===== src/rtl/spi_xchg_pkg.sv =====
package spi_xchg_pkg;
  typedef enum logic [1:0] {
    MS_IDLE = 2'd0,
    MS_RUN  = 2'd1,
    MS_TAIL = 2'd2
  } mseq_e;

  localparam int unsigned STAT_DONE_OFS = 1;  // status bit W-1
  localparam int unsigned STAT_COLL_OFS = 2;  // status bit W-2
endpackage


===== src/rtl/spi_xchg_rst.sv =====
module spi_xchg_rst (
  input  logic clk,
  input  logic rst_n,
  output logic rst_n_o
);
  logic s1_q;
  logic s2_q;

  always_ff @(posedge clk or negedge rst_n) begin
    if (!rst_n) begin
      s1_q <= 1'b0;
      s2_q <= 1'b0;
    end else begin
      s1_q <= 1'b1;
      s2_q <= s1_q;
    end
  end

  assign rst_n_o = s2_q;
endmodule


===== src/rtl/spi_xchg_sync.sv =====
module spi_xchg_sync #(
  parameter int unsigned   W       = 4,
  parameter logic [W-1:0] RST_VAL = '0
) (
  input  logic         clk,
  input  logic         rst_n,
  input  logic [W-1:0] d,
  output logic [W-1:0] q
);
  logic [W-1:0] s1_q;
  logic [W-1:0] s2_q;

  always_ff @(posedge clk or negedge rst_n) begin
    if (!rst_n) begin
      s1_q <= RST_VAL;
      s2_q <= RST_VAL;
    end else begin
      s1_q <= d;
      s2_q <= s1_q;
    end
  end

  assign q = s2_q;
endmodule


===== src/rtl/spi_xchg_mseq.sv =====
module spi_xchg_mseq
  import spi_xchg_pkg::*;
#(
  parameter int unsigned HALF = 8
) (
  input  logic clk,
  input  logic rst_n,
  input  logic start,
  input  logic last_bit,
  output logic sck,
  output logic ss_n,
  output logic rise,
  output logic fall,
  output logic busy
);
  localparam int unsigned CW = (HALF > 1) ? $clog2(HALF) : 1;
  localparam logic [CW-1:0] CNT_END = CW'(HALF - 1);

  mseq_e         st_q, st_n;
  logic [CW-1:0] cnt_q, cnt_n;
  logic          sck_q, sck_n;
  logic          half_end;

  assign half_end = (cnt_q == CNT_END);

  always_comb begin
    st_n  = st_q;
    cnt_n = cnt_q;
    sck_n = sck_q;
    rise  = 1'b0;
    fall  = 1'b0;
    unique case (st_q)
      MS_IDLE: begin
        if (start) begin
          st_n  = MS_RUN;
          cnt_n = '0;
          sck_n = 1'b0;
        end
      end
      MS_RUN: begin
        if (half_end) begin
          cnt_n = '0;
          if (!sck_q) begin
            sck_n = 1'b1;
            rise  = 1'b1;
          end else begin
            sck_n = 1'b0;
            fall  = 1'b1;
            if (last_bit) st_n = MS_TAIL;
          end
        end else begin
          cnt_n = cnt_q + CW'(1);
        end
      end
      MS_TAIL: begin
        if (half_end) begin
          st_n  = MS_IDLE;
          cnt_n = '0;
        end else begin
          cnt_n = cnt_q + CW'(1);
        end
      end
      default: begin
        st_n  = MS_IDLE;
        cnt_n = '0;
        sck_n = 1'b0;
      end
    endcase
  end

  always_ff @(posedge clk or negedge rst_n) begin
    if (!rst_n) begin
      st_q  <= MS_IDLE;
      cnt_q <= '0;
      sck_q <= 1'b0;
    end else begin
      st_q  <= st_n;
      cnt_q <= cnt_n;
      sck_q <= sck_n;
    end
  end

  assign sck  = sck_q;
  assign ss_n = (st_q == MS_IDLE);
  assign busy = (st_q != MS_IDLE);
endmodule


===== src/rtl/spi_xchg_shreg.sv =====
module spi_xchg_shreg #(
  parameter int unsigned W = 8
) (
  input  logic         clk,
  input  logic         rst_n,
  input  logic         load,
  input  logic [W-1:0] load_d,
  input  logic         sample,
  input  logic         shift,
  input  logic         ser_in,
  input  logic         cnt_clr,
  output logic         msb,
  output logic         last_bit,
  output logic         done,
  output logic [W-1:0] sh,
  output logic [W-1:0] rx
);
  localparam int unsigned CW = (W > 1) ? $clog2(W) : 1;
  localparam logic [CW-1:0] CNT_LAST = CW'(W - 1);

  logic [CW-1:0] cnt_q, cnt_n;
  logic [W-1:0]  sh_q, sh_n;
  logic [W-1:0]  rx_q;
  logic          samp_q;

  assign last_bit = (cnt_q == CNT_LAST);
  assign done     = shift & last_bit;

  always_comb begin
    cnt_n = cnt_q;
    if (cnt_clr || load)  cnt_n = '0;
    else if (shift)       cnt_n = last_bit ? '0 : cnt_q + CW'(1);
  end

  always_comb begin
    sh_n = sh_q;
    if (load)       sh_n = load_d;
    else if (shift) sh_n = {sh_q[W-2:0], samp_q};
  end

  always_ff @(posedge clk or negedge rst_n) begin
    if (!rst_n) cnt_q <= '0;
    else        cnt_q <= cnt_n;
  end

  // Data storage is deliberately left out of reset.
  always_ff @(posedge clk) begin
    if (sample) samp_q <= ser_in;
    if (load || shift) sh_q <= sh_n;
    if (done) rx_q <= sh_n;
  end

  assign msb = sh_q[W-1];
  assign sh  = sh_q;
  assign rx  = rx_q;
endmodule


===== src/rtl/spi_xchg_flags.sv =====
module spi_xchg_flags (
  input  logic clk,
  input  logic rst_n,
  input  logic done,
  input  logic coll,
  input  logic st_rd,
  input  logic dat_acc,
  output logic spif,
  output logic wcol,
  output logic clr
);
  logic arm_q, arm_n;
  logic spif_q, spif_n;
  logic wcol_q, wcol_n;

  assign clr = dat_acc & arm_q;

  always_comb begin
    arm_n  = arm_q;
    if (st_rd)        arm_n = 1'b1;
    else if (dat_acc) arm_n = 1'b0;
    spif_n = done | (spif_q & ~clr);
    wcol_n = coll | (wcol_q & ~clr);
  end

  always_ff @(posedge clk or negedge rst_n) begin
    if (!rst_n) begin
      arm_q  <= 1'b0;
      spif_q <= 1'b0;
      wcol_q <= 1'b0;
    end else begin
      arm_q  <= arm_n;
      spif_q <= spif_n;
      wcol_q <= wcol_n;
    end
  end

  assign spif = spif_q;
  assign wcol = wcol_q;
endmodule


===== src/rtl/spi_xchg.sv =====
module spi_xchg
  import spi_xchg_pkg::*;
#(
  parameter int unsigned W        = 8,
  parameter int unsigned DIV_HALF = 8
) (
  input  logic         clk,
  input  logic         rst_n,
  input  logic         is_master,
  input  logic         reg_sel,
  input  logic         wr_en,
  input  logic         rd_en,
  input  logic [W-1:0] wdata,
  output logic [W-1:0] rdata,
  output logic         xfer_done,
  output logic         wr_collide,
  output logic         sck_o,
  output logic         ss_n_o,
  output logic         mosi_o,
  output logic         miso_o,
  input  logic         sck_i,
  input  logic         ss_n_i,
  input  logic         mosi_i,
  input  logic         miso_i
);
  localparam int unsigned PIN_N = 4;

  logic rst_n_i;
  logic [PIN_N-1:0] pins_s;
  logic sck_s, ss_s, mosi_s, miso_s;
  logic sck_d_q;
  logic slv_act, s_rise, s_fall;
  logic m_sck, m_ss_n, m_rise, m_fall, m_busy;
  logic busy, dat_wr, dat_rd, st_rd, load, coll, start;
  logic sample, shift, ser_in, cnt_clr;
  logic msb, last_bit, done;
  logic [W-1:0] sh_q, rx_q;
  logic spif, wcol, clr;

  spi_xchg_rst u_rst (
    .clk     (clk),
    .rst_n   (rst_n),
    .rst_n_o (rst_n_i)
  );

  spi_xchg_sync #(.W(PIN_N), .RST_VAL(4'b0100)) u_sync (
    .clk   (clk),
    .rst_n (rst_n_i),
    .d     ({sck_i, ss_n_i, mosi_i, miso_i}),
    .q     (pins_s)
  );

  assign sck_s  = pins_s[3];
  assign ss_s   = pins_s[2];
  assign mosi_s = pins_s[1];
  assign miso_s = pins_s[0];

  always_ff @(posedge clk or negedge rst_n_i) begin
    if (!rst_n_i) sck_d_q <= 1'b0;
    else          sck_d_q <= sck_s;
  end

  assign slv_act = ~is_master & ~ss_s;
  assign s_rise  = slv_act &  sck_s & ~sck_d_q;
  assign s_fall  = slv_act & ~sck_s &  sck_d_q;

  assign busy   = is_master ? m_busy : slv_act;
  assign dat_wr = wr_en & reg_sel;
  assign dat_rd = rd_en & reg_sel;
  assign st_rd  = rd_en & ~reg_sel;
  assign load   = dat_wr & ~busy;
  assign coll   = dat_wr & busy;
  assign start  = is_master & load;

  assign sample  = is_master ? m_rise : s_rise;
  assign shift   = is_master ? m_fall : s_fall;
  assign ser_in  = is_master ? miso_s : mosi_s;
  assign cnt_clr = ~is_master & ss_s;

  spi_xchg_mseq #(.HALF(DIV_HALF)) u_mseq (
    .clk      (clk),
    .rst_n    (rst_n_i),
    .start    (start),
    .last_bit (last_bit),
    .sck      (m_sck),
    .ss_n     (m_ss_n),
    .rise     (m_rise),
    .fall     (m_fall),
    .busy     (m_busy)
  );

  spi_xchg_shreg #(.W(W)) u_shreg (
    .clk      (clk),
    .rst_n    (rst_n_i),
    .load     (load),
    .load_d   (wdata),
    .sample   (sample),
    .shift    (shift),
    .ser_in   (ser_in),
    .cnt_clr  (cnt_clr),
    .msb      (msb),
    .last_bit (last_bit),
    .done     (done),
    .sh       (sh_q),
    .rx       (rx_q)
  );

  spi_xchg_flags u_flags (
    .clk     (clk),
    .rst_n   (rst_n_i),
    .done    (done),
    .coll    (coll),
    .st_rd   (st_rd),
    .dat_acc (dat_wr | dat_rd),
    .spif    (spif),
    .wcol    (wcol),
    .clr     (clr)
  );

  always_comb begin
    rdata = '0;
    if (reg_sel) begin
      rdata = rx_q;
    end else begin
      rdata[W-STAT_DONE_OFS] = spif;
      rdata[W-STAT_COLL_OFS] = wcol;
    end
  end

  assign xfer_done  = spif;
  assign wr_collide = wcol;
  assign sck_o      = m_sck;
  assign ss_n_o     = m_ss_n;
  assign mosi_o     = msb;
  assign miso_o     = msb;
endmodule


===== config.mk =====
export PLATFORM = sky130hd
export DESIGN_NAME = spi_xchg
export DESIGN_NICKNAME = d
export VERILOG_FILES = /design/src/rtl/spi_xchg_pkg.sv /design/src/rtl/spi_xchg_rst.sv /design/src/rtl/spi_xchg_sync.sv /design/src/rtl/spi_xchg_mseq.sv /design/src/rtl/spi_xchg_shreg.sv /design/src/rtl/spi_xchg_flags.sv /design/src/rtl/spi_xchg.sv
export SDC_FILE = /design/constraint.sdc
export NUM_CORES = 1
export LEC_CHECK = 0
export BUFFER_PORTS_ARGS = -buffer_cell sky130_fd_sc_hd__buf_2
export CELL_PAD_IN_SITES_DETAIL_PLACEMENT = 1
export CELL_PAD_IN_SITES_GLOBAL_PLACEMENT = 1
export CORE_ASPECT_RATIO = 2
export CORE_MARGIN = 5
export CORE_UTILIZATION = 25
export CTS_CLUSTER_DIAMETER = 60
export DETAILED_ROUTE_END_ITERATION = 10
export PLACE_DENSITY = 0.59
export SLEW_MARGIN = 10
export SYNTH_ARGS = -nofsm -noshare
export SYNTH_HDL_FRONTEND = slang
export SYNTH_SLANG_ARGS = --single-unit

===== constraint.sdc =====
create_clock -name clk -period 0.8 [get_ports clk]
set_clock_uncertainty 0.05 [all_clocks]
set_input_delay 0.08 -clock clk [delete_from_list [all_inputs] [get_ports clk]]
set_output_delay 0.08 -clock clk [all_outputs]
set_load 0.005 [all_outputs]

==> run_results.csv <==
group,metric,value,unit
outcome,status,"finished, violations left",
outcome,violations,"negative setup slack",
cts,clock_sinks,40,
worst_setup_path,crit_buf_inv,3,
grt,antenna_found_initial,0,
finish,drive_gt1_share,63.1,%
sta,rsz0062_at_grt,"yes",
worst_setup_path,cp_slowest_stage_delay,0.39,ns
sta,fmax,589,MHz
worst_setup_path,arrival,1.66,ns
floorplan,fp.dieW,71.2,microns
worst_setup_path,critical_path_peak_fanout,9,
job,drv_cap,0,
logic_synthesis,ys_types,43,
sta,setup_ws,-0.896,ns
logic_synthesis,yosys.area.top_type,"dfrtp_1",
worst_setup_path,path_cells,"inv_2 -> buf_6 -> ha_4 -> mux2i_4 -> buf_4 -> nor3_1 -> a31oi_2",
power,power,7.66,mW
sta,tns,-40.66,ns
sta,min_period_over_period,212,%
sta,layout_min_cycle_time,1.70,ns
cts,htree_levels,2,
floorplan,core-area,0.00727,sq mm
sta,holdWs,0.0458,ns
worst_setup_path,path_class,"flip-flop to flip-flop",
finish,finalNetCount,265,
worst_setup_path,cp-start-kind,"flip-flop",
worst_setup_path,crit_family,"flip-flops",
route,drt_wl_total,5530,microns
cts,cts_made_buffers,5,
logic_synthesis,synthFlopType,"dfrtp_1",
finish,final_cell_area,0.00316,sq mm
grt,grt_overflow_total,0,
logic_synthesis,post-synth-top-count-cell,"dfrtp_1",
cts,tritoncts,"done",
floorplan,std_cell_rows,44,
logic_synthesis,synthArstFlopShare,57.5,%
worst_setup_path,crit_path_end_kind,"flip-flop",
finish,antennaDiodeCount,0,
worst_setup_path,required,0.76,ns
power,ir_drop,954,uV
logic_synthesis,yosysTopAreaCellShare,28.1,%
cts,root_buffer,"clkbuf_16",
cts,insertion_delay,0.28,ns
sta,setup_violations,59,
placement,dp_hpwl,3960,microns
placement,portBuffers,31,
placement,numPlacedInstances,305,
logic_synthesis,postSynthCellCount,149,
power,power_per_cell_area,2430,mW/mm^2
logic_synthesis,avgSynthCellArea,12.6,sq um
floorplan,boundaryPins,32,
route,routed-via-count,1588,
cts,clockBufferDepth,2,
route,routed_via_density,4.77,
cts,clkSlewWorstSetupHoldPaths,0.06,ns
grt,grt_use_total,11.9,%
logic_synthesis,ys_seq_area_share,58.2,%
worst_setup_path,cp_slowest_cell,"dfrtp_1",
logic_synthesis,synth_area,0.00187,sq mm
logic_synthesis,synth_area_leaders,"dfrtp_1 (28%), edfxtp_1 (27%), ha_1 (4.7%)",
sta,slew_viol_final,0,
grt,grt_pass1_wl,8780,microns
logic_synthesis,synth_edf_count,17,
logic_synthesis,ys_ff_latch,40,
logic_synthesis,ys_warn_count,0,
sta,finalHoldViolCount,0,
route,post_drt_wl_per_cell,16.6,microns
grt,grt_max_degree,22,
logic_synthesis,syn_nets,174,
route,drt_iter0_markers,76,
hold_path,hold_class,"input port to flip-flop",
floorplan,dieArea,0.00942,sq mm
finish,syn2layout_area_growth,68.8,%
power,p_leak,1.39,nW
placement,place_ws,-1.02,ns
logic_synthesis,synth_commonest_cells,"dfrtp_1 (21), edfxtp_1 (17), o21ai_0 (12), a31oi_1 (8), nor3_1 (8)",
route,first_pass_iters,4,
route,ant_nets,0,
grt,grt_pass1_vias,1771,
finish,finalNonFillerCells,333,
route,drc,0,
finish,fin_util,43.4,%
floorplan,initial_core_util,25.7,%
floorplan,die_y,132,microns
placement,dpl_cell_area,0.00249,sq mm
placement,gp_congestion,0.744,
sequential cells by signal (all words and copies together), names as in the netlist:
name	flops
u_rst.s1_q	1
u_shreg.sh	8
u_flags.spif	1
u_sync.s1_q	4
u_shreg.samp_q	1
u_shreg.rx	8
u_flags.wcol	1
u_sync.q	4
u_shreg.cnt_q	3
u_mseq.st_q	2
u_rst.rst_n_o	1
u_flags.arm_q	1
sck_d_q	1
u_mseq.sck	1
u_mseq.cnt_q	3
placed cells by master, fill, tap and decap left out, types with 6 or more instances in the layout:
cell       instances
dfrtp_1           21
buf_6             19
buf_2             25
clkbuf_16          6
buf_4             38
nand3_2            8
edfxtp_1          17
final timing paths:
path / startpoint / depth (start not counted) / end / slack [ns]
max: u_mseq.st_q[1]$_DFFE_PN0P_ / 7 / u_shreg.sh[3]$_DFFE_PP_ / -0.90
max in group asynchronous: u_rst.rst_n_o$_DFF_PN0_ / 1 / u_sync.q[2]$_DFF_PN1_ / 0.33
max reg2reg: u_mseq.st_q[1]$_DFFE_PN0P_ / 7 / u_shreg.sh[3]$_DFFE_PP_ / -0.90
min reg2reg: u_rst.rst_n_o$_DFF_PN0_ / 1 / u_shreg.cnt_q[2]$_DFFE_PN0P_ / 0.14
min in group asynchronous: rst_n / 2 / u_rst.s1_q$_DFF_PN0_ / 0.07
min: rd_en / 3 / u_flags.arm_q$_DFFE_PN0P_ / 0.05
cells by family (layout without fill, tap and decap cells):
logic type | after synthesis | count (layout) | share of synthesized area (%)
AND/OR/NAND/NOR | 45 | 45 | 15.3
flip-flops | 40 | 40 | 58.2
AO/OA/AOI/OAI | 38 | 38 | 13.4
buffers and inverters | 12 | 104 | 4.01
adder cells (fa/ha/maj) | 7 | 7 | 4.68
multiplexers | 6 | 6 | 4.21
other | 1 | 1 | 0.200
repair_timing:
action,in CTS,in global routing
hold buffers,6,0
setup buffers,11,4
resized for setup,57,21
pin swaps,15,3
hold endpoints to repair,7,0
endpoints found under the setup margin,59,60
gates cloned,1,0
power by group:
group / total, mW / switching [mW] / internal [mW]
clock: 2.24 / 0.801 / 1.44
sequential: 2.57 / 0.157 / 2.41
combinational: 2.85 / 1.22 / 1.63
total: 7.66 / 2.18 / 5.47
routing by layer:
metal | vias up | routed length [microns] | global-route usage (%)
met4 | 0 | 167 | 4.92
met5 | - | 0 | 0
met2 | 32 | 3380 | 23.7
li1 | 745 | - | -
met3 | 10 | 141 | 1.98
met1 | 801 | 1850 | 11.3
final cells by class:
type / count / area, sq um
multi-input combinational: 97 / 987
inverter: 3 / 11.3
clock inverter: 1 / 8.76
fill: 792 / 4110
timing repair buffer: 93 / 782
tap: 92 / 115
clock buffer: 7 / 164
sequential: 40 / 1090
worst min-delay path, delay by kind of cell:
family | cells | cell delay (ns)
AO/OA/AOI/OAI | 2 | 0.17
buffers and inverters | 1 | 0.09
(Power assumes the default switching activity.)
